--- config.mk ---
export PLATFORM = sky130hd
export DESIGN_NAME = byte_slave_port
export DESIGN_NICKNAME = d
export VERILOG_FILES = /design/src/rtl/bsp_pkg.sv /design/src/rtl/bsp_ctrl.sv /design/src/rtl/bsp_data.sv /design/src/rtl/byte_slave_port.sv
export SDC_FILE = /design/constraint.sdc
export NUM_CORES = 1
export LEC_CHECK = 0
export ABC_AREA = 1
export BUFFER_PORTS_ARGS = -buffer_cell sky130_fd_sc_hd__clkbuf_2
export CORE_MARGIN = 4
export CORE_UTILIZATION = 45
export DETAILED_ROUTE_END_ITERATION = 8
export PLACE_DENSITY = 0.84
export SLEW_MARGIN = 30
export SYNTH_ARGS = -nofsm -noshare
export SYNTH_HDL_FRONTEND = slang
export SYNTH_HIERARCHICAL = 1
export SYNTH_SLANG_ARGS = --single-unit
--- constraint.sdc ---
create_clock -name clk -period 0.95 [get_ports clk]
set_input_delay 0.095 -clock clk [delete_from_list [all_inputs] [get_ports clk]]
set_output_delay 0.095 -clock clk [all_outputs]
set_load 0.005 [all_outputs]
--- src/rtl/bsp_pkg.sv ---
package bsp_pkg;
  typedef struct packed {
    logic loadShadow;
    logic commitIn;
    logic loadOut;
  } strobe_t;
endpackage

--- src/rtl/bsp_ctrl.sv ---
module bsp_ctrl #(
  parameter int SYNC_STAGES = 2
) (
  input  logic             clk,
  input  logic             rst_n,
  input  logic             portEn,
  input  logic             irqEn,
  input  logic             csN,
  input  logic             rdN,
  input  logic             wrN,
  input  logic             coreWrOut,
  input  logic             coreRdIn,
  input  logic             coreOvfClr,
  input  logic             coreIrqClr,
  output bsp_pkg::strobe_t stb,
  output logic             inFull,
  output logic             outFull,
  output logic             ovf,
  output logic             irqFlag,
  output logic             irqReq
);
  localparam int TOP = SYNC_STAGES - 1;

  logic [TOP:0] wrPipe, rdPipe;
  logic wrS, rdS, wrPrev, rdPrev, wrEnd, rdEnd;

  always_ff @(posedge clk or negedge rst_n) begin
    if (!rst_n) begin
      wrPipe <= '0;
      rdPipe <= '0;
      wrPrev <= 1'b0;
      rdPrev <= 1'b0;
    end else begin
      wrPipe <= {wrPipe[TOP-1:0], ~csN & ~wrN};
      rdPipe <= {rdPipe[TOP-1:0], ~csN & ~rdN};
      wrPrev <= wrS;
      rdPrev <= rdS;
    end
  end

  assign wrS   = wrPipe[TOP] & portEn;
  assign rdS   = rdPipe[TOP] & portEn;
  assign wrEnd = wrPrev & ~wrS & portEn;
  assign rdEnd = rdPrev & ~rdS & portEn;

  assign stb.loadShadow = wrS;
  assign stb.commitIn   = wrEnd;
  assign stb.loadOut    = coreWrOut;

  always_ff @(posedge clk or negedge rst_n) begin
    if (!rst_n) begin
      inFull  <= 1'b0;
      outFull <= 1'b0;
      ovf     <= 1'b0;
      irqFlag <= 1'b0;
    end else begin
      if (!portEn)        inFull <= 1'b0;
      else if (wrEnd)     inFull <= 1'b1;
      else if (coreRdIn)  inFull <= 1'b0;

      if (!portEn)        outFull <= 1'b0;
      else if (rdS)       outFull <= 1'b0;
      else if (coreWrOut) outFull <= 1'b1;

      if (wrEnd && inFull) ovf <= 1'b1;
      else if (coreOvfClr) ovf <= 1'b0;

      if (wrEnd || rdEnd)  irqFlag <= 1'b1;
      else if (coreIrqClr) irqFlag <= 1'b0;
    end
  end

  assign irqReq = irqFlag & irqEn;

  p_ovf_needs_full_r4: assert property (@(posedge clk) disable iff (!rst_n)
    $rose(ovf) |-> $past(inFull));
  p_idle_flags_r9: assert property (@(posedge clk) disable iff (!rst_n)
    !portEn |=> (!inFull && !outFull));
  p_read_holds_empty_r7: assert property (@(posedge clk) disable iff (!rst_n)
    rdS |=> !outFull);
  p_irq_sticky_r10: assert property (@(posedge clk) disable iff (!rst_n)
    (irqFlag && !coreIrqClr) |=> irqFlag);
endmodule

--- src/rtl/bsp_data.sv ---
module bsp_data #(
  parameter int DATA_W      = 8,
  parameter int SYNC_STAGES = 2
) (
  input  logic              clk,
  input  logic              rst_n,
  input  bsp_pkg::strobe_t  stb,
  input  logic [DATA_W-1:0] busDin,
  input  logic [DATA_W-1:0] coreWrData,
  output logic [DATA_W-1:0] inLatch,
  output logic [DATA_W-1:0] outLatch
);
  localparam int TOP = SYNC_STAGES - 1;

  logic [DATA_W-1:0] dPipe [SYNC_STAGES];
  logic [DATA_W-1:0] shadow;

  always_ff @(posedge clk or negedge rst_n) begin
    if (!rst_n) begin
      for (int k = 0; k < SYNC_STAGES; k++) dPipe[k] <= '0;
      shadow   <= '0;
      inLatch  <= '0;
      outLatch <= '0;
    end else begin
      dPipe[0] <= busDin;
      for (int k = 1; k < SYNC_STAGES; k++) dPipe[k] <= dPipe[k-1];
      if (stb.loadShadow) shadow   <= dPipe[TOP];
      if (stb.commitIn)   inLatch  <= shadow;
      if (stb.loadOut)    outLatch <= coreWrData;
    end
  end

  p_latch_hold_r3: assert property (@(posedge clk) disable iff (!rst_n)
    !stb.commitIn |=> $stable(inLatch));
  p_out_hold_r6: assert property (@(posedge clk) disable iff (!rst_n)
    !stb.loadOut |=> $stable(outLatch));
endmodule

--- src/rtl/byte_slave_port.sv ---
module byte_slave_port #(
  parameter int DATA_W      = 8,
  parameter int SYNC_STAGES = 2
) (
  input  logic              clk,
  input  logic              rst_n,
  input  logic              portEn,
  input  logic              irqEn,
  input  logic              coreWrOut,
  input  logic [DATA_W-1:0] coreWrData,
  input  logic              coreRdIn,
  input  logic              coreOvfClr,
  input  logic              coreIrqClr,
  output logic [DATA_W-1:0] coreRdData,
  output logic              inFull,
  output logic              outFull,
  output logic              ovf,
  output logic              irqFlag,
  output logic              irqReq,
  input  logic              csN,
  input  logic              rdN,
  input  logic              wrN,
  input  logic [DATA_W-1:0] busDin,
  output logic [DATA_W-1:0] busDout,
  output logic              busOe
);
  bsp_pkg::strobe_t stb;

  bsp_ctrl #(.SYNC_STAGES(SYNC_STAGES)) u_ctrl (
    .clk(clk), .rst_n(rst_n), .portEn(portEn), .irqEn(irqEn),
    .csN(csN), .rdN(rdN), .wrN(wrN),
    .coreWrOut(coreWrOut), .coreRdIn(coreRdIn),
    .coreOvfClr(coreOvfClr), .coreIrqClr(coreIrqClr),
    .stb(stb), .inFull(inFull), .outFull(outFull), .ovf(ovf),
    .irqFlag(irqFlag), .irqReq(irqReq)
  );

  bsp_data #(.DATA_W(DATA_W), .SYNC_STAGES(SYNC_STAGES)) u_data (
    .clk(clk), .rst_n(rst_n), .stb(stb), .busDin(busDin),
    .coreWrData(coreWrData), .inLatch(coreRdData), .outLatch(busDout)
  );

  assign busOe = portEn & ~csN & ~rdN;
endmodule

==> results of run 1 <==
==> cells by family (layout without fill, tap and decap cells) <==
family	after synthesis	in the layout	synth area share (%)
simple gates	91	91	21.0
buf+inv	18	93	5.92
flops	50	50	73.1
==> critical path: cells and delay by family, from the launching register on <==
family        cells  cell delay (ns)
flops             1             0.40
buf+inv           2             0.13
simple gates      1             0.06
==> sequential cells by signal (all words and copies together), names as in the netlist <==
signal,count
u_data/dPipe,16
u_ctrl/wrPipe,2
u_data/outLatch,8
u_ctrl/wrPrev,1
u_ctrl/outFull,1
u_ctrl/rdPipe,2
u_data/inLatch,8
u_data/shadow,8
u_ctrl/rdPrev,1
u_ctrl/irqFlag,1
u_ctrl/inFull,1
u_ctrl/ovf,1
==> where the power goes <==
part,leakage [nW],switching (mW),internal (mW)
Clock,0.0514,0.649,0.785
Sequential,0.620,0.120,2.34
Combinational,0.626,0.263,0.280
Total,1.30,1.03,3.41
==> worst max-delay path by stage <==
stage | cells after the start | from | endpoint
after floorplan | 8 | u_ctrl/wrPipe[1]$_DFF_PN0_ | u_data/inLatch[0]$_DFFE_PN0P_
final | 3 | u_ctrl/irqFlag$_DFFE_PN0P_ | irqReq
after detailed placement | 6 | u_ctrl/wrPipe[1]$_DFF_PN0_ | u_data/inLatch[4]$_DFFE_PN0P_
after global placement | 6 | u_ctrl/wrPipe[1]$_DFF_PN0_ | u_data/inLatch[0]$_DFFE_PN0P_
after CTS | 3 | u_ctrl/irqFlag$_DFFE_PN0P_ | irqReq
after global routing | 3 | u_ctrl/irqFlag$_DFFE_PN0P_ | irqReq
==> through the flow <==
step	setup TNS, ns	util, %	hold WS, ns	setup WS (ns)	area [µm²]
2_1_floorplan	-0.369	-	-0.201	-0.0450	1720
3_3_place_gp	0	54.9	0.101	0.0272	2010
3_5_place_dp	-0.00806	54.9	0.102	-0.00806	2010
4_1_cts	-0.0491	62.6	0.00152	-0.0491	2290
5_1_grt	-0.534	64.2	0.0131	-0.0980	2350
6_report	-0.0501	64.2	0.00999	-0.0285	2350
==> cells in the mapped netlist <==
library cell | count | area [µm²]
inv_2 | 3 | 11.3
nand3_2 | 1 | 10.0
nand4_1 | 1 | 6.26
nor2_1 | 4 | 15.0
nand2_1 | 81 | 304
inv_1 | 9 | 33.8
nand3_1 | 2 | 10.0
buf_6 | 3 | 33.8
nor2_2 | 1 | 6.26
nand3b_1 | 1 | 7.51
buf_4 | 3 | 22.5
dfrtp_1 | 50 | 1250
==> timing repair <==
| item | 4_1_cts | 5_1_grt |
|---|---|---|
| buffers inserted | 0 | 2 |
| cloned | 0 | 1 |
| hold buffers | 17 | 0 |
| pin swaps | 1 | 2 |
| resized for setup | 1 | 14 |
| endpoints found under the setup margin | 5 | 17 |
| endpoints found under the hold margin | 65 | 0 |
==> metal layers <==
| layer | share of wire [%] | up-vias | routed length, µm |
|---|---|---|---|
| met5 | 0 | - | 0 |
| met4 | 1.7 | 0 | 55 |
| met3 | 7.0 | 7 | 223 |
| met2 | 51 | 40 | 1630 |
| met1 | 40 | 573 | 1280 |
| li1 | - | 616 | - |
==> layout make-up <==
cell class,count,share of cell area [%]
flip-flops and latches,50,53.2
repair buffers,72,20.2
well taps,48,2.55
clock buffers,6,3.09
repair inverters,1,0.319
multi-input cells,91,16.6
inverters,12,2.45
clock inverters,2,1.60
==> impl_metrics.ini, run 1 <==
[cells_and_area]
finalNetCount = 260
regArea_mm2 = 0.00125
area_delta_synth_final_pct = 37.4
drive_above_1_share_pct = 34.2
layout.cells.non_filler = 282
multi_input_area_um2 = 389
layout_commonest_cell = nand2_1
final_cell_mix = 72 x nand2_1, 50 x dfrtp_1, 48 x clkbuf_2
nFillCells = 294
antenna_cells = 0

[hold_path]
whs_path_depth = 3
hp-class = input port to flip-flop
worstHoldStart = coreWrData[1]
whs_endpoint = u_data/outLatch[1]$_DFFE_PN0P_

[placement]
io_buffers = 48
dpl.cell_count = 254
gp_congestion = 0.692
dpl.hpwl_mm = 2.07

[route]
ant_nets = 0
wl_per_cell_um = 11.3
drc = 0
first_pass_iters = 4
num_vias = 1236
vias_per_cell = 4.38
routed_wl_mm = 3.19
drt-initial-drc-count = 59

[run]
drv_cap = 0

[pwr]
power.static_leakage_nw = 1.30
fin_total_pwr_mw = 4.44
peakVddDrop_mv = 0.912
power.density_mw_per_mm2 = 1890

[setup_path]
crit_path_end_kind = primary output
max_stage_delay_ns = 0.40
r2r_setup_slack_ns = -0.02
rr_worst_depth = 6
worstReg2RegEnd = u_data/inLatch[4]$_DFFE_PN0P_
crit_slowest_cell = dfrtp_1
crit_required_ns = 0.85
cp-start-kind = flip-flop
critPathArrivalTime_ns = 0.88
worstReg2RegStart = u_ctrl/wrPipe[1]$_DFF_PN0_
critical_path_class = flip-flop to primary output
path_max_fanout = 3
crit_chain = nand2_1, inv_1, clkbuf_2

[yosys]
synth.distinct_cells = 12
syn_area_mm2 = 0.00171
ys_ff_latch = 50
syn_inst = 159
ys_seq_area_share_pct = 73.1
yosys_warnings = 6
syn_area_per_cell_um2 = 10.8
syn_nets = 186

[grt]
antenna_found_initial = 0
grt_pass1_vias = 1281
grt.total_usage_pct = 14.4
grt_use_met1_pct = 17.2
overflow = 0
grt_pass1_wl_mm = 5.51
met2_usage_pct = 24.2
globalRouteMet3Util_pct = 3.62
gr-max-usage-layer = met2
grt_max_degree = 51

[clock_tree]
clock_sinks = 50
cts_root_buffer = clkbuf_8
cts_max_path_buffers = 2
cts_max_level = 2
clkSlewWorstSetupHoldPaths_ns = 0.08
cts_tree = built
numCtsBuffers = 5
clock_latency_ns = 0.29

[timing]
fmax_ghz = 1.02
worstMarginPinSlew_ns = 0.252
finalHoldViolCount = 0
fin_skew_ns = 0.00508
fin_crit_sh_pct = 103
slew_viol_final = 0
postLayoutSetupSlackWorst_ns = -0.0285
setup_viol = 4
relSlewSlack_pct = 83.2
rsz0062_at_grt = yes
fin_crit_ns = 0.979

[die]
die_area_mm2 = 0.00485
boundaryPins = 49
row_count = 22
die_x_um = 69.7
dieHeight_um = 69.7
core_mm2 = 0.00366
initial_core_util_pct = 46.8

[outcome]
status = complete, but fails checks
violations = negative setup slack
Note: power is estimated with default switching activity, not from simulation.
==> inputs of run 2 (changes only) <==
Settings changed: REMOVE_ABC_BUFFERS set to 1.
==> run 2 against run 1 <==
  * The run still ends with negative setup slack left
  * Fmax barely moved
  * Sequential power barely moved
  * Global-route usage barely moved
  * Highest routed layer unchanged
==> impl_metrics.ini, run 2 (synthesized netlist as in run 1, its figures left out) <==
[setup_path]
crit_slowest_cell = dfrtp_1
critPathArrivalTime_ns = 0.88
max_stage_delay_ns = 0.40
cp-start-kind = flip-flop
r2r_setup_slack_ns = 0.02
crit_family = flip-flops
path_max_fanout = 3
crit_chain = nand2_1, inv_1, clkbuf_2
crit_required_ns = 0.85
critical_path_class = flip-flop to primary output
path_buf_inv = 2
crit_path_end_kind = primary output

[cells_and_area]
layout_commonest_cell = nand2_1
top_register = u_data/dPipe
finalCoreUtilization_pct = 64.7
final_cell_mix = 74 x nand2_1, 50 x dfrtp_1, 48 x clkbuf_2
antenna_cells = 0
finalNetCount = 263
layout.cells.non_filler = 285
drive_above_1_share_pct = 33.3
finish.instance_area_mm2 = 0.00237
largest_register_ffs = 16
nFillCells = 273
area_delta_synth_final_pct = 38.5

[outcome]
status = complete, but fails checks
violations = negative setup slack

[route]
ant_nets = 0
wl_per_cell_um = 11.2
first_pass_iters = 4
drc = 0
routed_wl_mm = 3.20
drt-initial-drc-count = 35
num_vias = 1242
vias_per_cell = 4.36

[timing]
fin_crit_ns = 0.978
setup_viol = 1
rsz0062_at_grt = yes
finalHoldViolCount = 0
slew_viol_final = 0
fmax_ghz = 1.02
fin_skew_ns = 0.00764
worstMarginPinSlew_ns = 0.257
fin_crit_sh_pct = 103
postLayoutSetupSlackWorst_ns = -0.0283
relSlewSlack_pct = 82.9
whs_ns = 0.0344

[grt]
grt_max_degree = 51
grt_pass1_vias = 1267
grt_pass1_wl_mm = 5.50
overflow = 0
grt.total_usage_pct = 14.4
antenna_found_initial = 0

[placement]
io_buffers = 48
dpl.cell_count = 253
place_ws_ns = -0.000711
gp_congestion = 0.664
place_area_mm2 = 0.00200
dpl.hpwl_mm = 2.02

[clock_tree]
cts_max_level = 2
cts_tree = built
clkSlewWorstSetupHoldPaths_ns = 0.08
cts_max_path_buffers = 2
numCtsBuffers = 5
clock_sinks = 50
cts_root_buffer = clkbuf_8
clock_latency_ns = 0.30

[pwr]
peakVddDrop_mv = 1.11
power.density_mw_per_mm2 = 1870
power.static_leakage_nw = 1.32

[die]
dieHeight_um = 69.7
die_x_um = 69.7
die_area_mm2 = 0.00485
row_count = 22
boundaryPins = 49
initial_core_util_pct = 46.8
core_mm2 = 0.00366

[hold_path]
hp-class = input port to flip-flop

[run]
drv_cap = 0
run 2: cell count changes in the layout (fill, tap and decap cells not counted), moves of 2 or more:
cell,delta
dlygate4sd3_1,+3
inv_4,+2
nand2_1,+2
nand2_2,-2
nand3_2,+2
run 2: what timing repair did:
action / 4_1_cts / 5_1_grt
cloned: 0 / 1
hold buffers: 20 / 0
endpoints found under the setup margin: 13 / 11
setup buffers: 0 / 3
hold endpoints to repair: 68 / 0
resized for setup: 2 / 13
pin swaps: 1 / 7
run 2: tightest hold or removal path: cells and delay by family:
family | cells | cell delay, ns
buffers and inverters | 1 | 0.07
AND/OR/NAND/NOR | 2 | 0.13
run 2: layout make-up:
type	count	area, µm²	share of cell area (%)
Tap cell	48	60.1	2.53
Clock inverter	2	37.5	1.58
Timing Repair inverter	1	7.51	0.317
Multi-Input combinational cell	91	382	16.1
Timing Repair Buffer	75	509	21.5
Inverter	12	50.0	2.11
Sequential cell	50	1250	52.8
Clock buffer	6	72.6	3.06
run 2: path summary, 6_finish.rpt:
kind / from / to / cells after the start
min reg2reg: u_data/dPipe[8]$_DFF_PN0_ / u_data/dPipe[0]$_DFF_PN0_ / 0
max: u_ctrl/irqFlag$_DFFE_PN0P_ / irqReq / 3
max in group asynchronous: rst_n / u_data/dPipe[6]$_DFF_PN0_ / 3
min in group asynchronous: rst_n / u_ctrl/rdPipe[1]$_DFF_PN0_ / 3
max reg2reg: u_ctrl/wrPipe[1]$_DFF_PN0_ / u_data/inLatch[3]$_DFFE_PN0P_ / 6
min: coreRdIn / u_ctrl/inFull$_DFFE_PN0P_ / 3
run 2: report_power, final:
| group | switching, mW | total (mW) | internal (mW) |
|---|---|---|---|
| sequential | 0.114 | 2.46 | 2.34 |
| clock | 0.652 | 1.44 | 0.785 |
| combinational | 0.261 | 0.536 | 0.275 |
| total | 1.03 | 4.43 | 3.40 |
run 2: stage by stage:
| step | setup TNS (ns) | total power [mW] |
|---|---|---|
| CTS | -0.0489 | 4.45 |
| detailed placement | -0.000711 | 2.94 |
| global placement | 0 | 2.91 |
| finish | -0.0283 | 4.43 |
| floorplan | -0.210 | 2.65 |
| global route | -0.431 | 4.66 |
run 2: routing by layer:
layer	vias to the layer above	track usage, %	wire (µm)
li1	623	-	-
met1	575	17.0	1320
met2	39	24.2	1610
met3	5	4.20	205
met4	0	6.38	57
met5	-	0	0
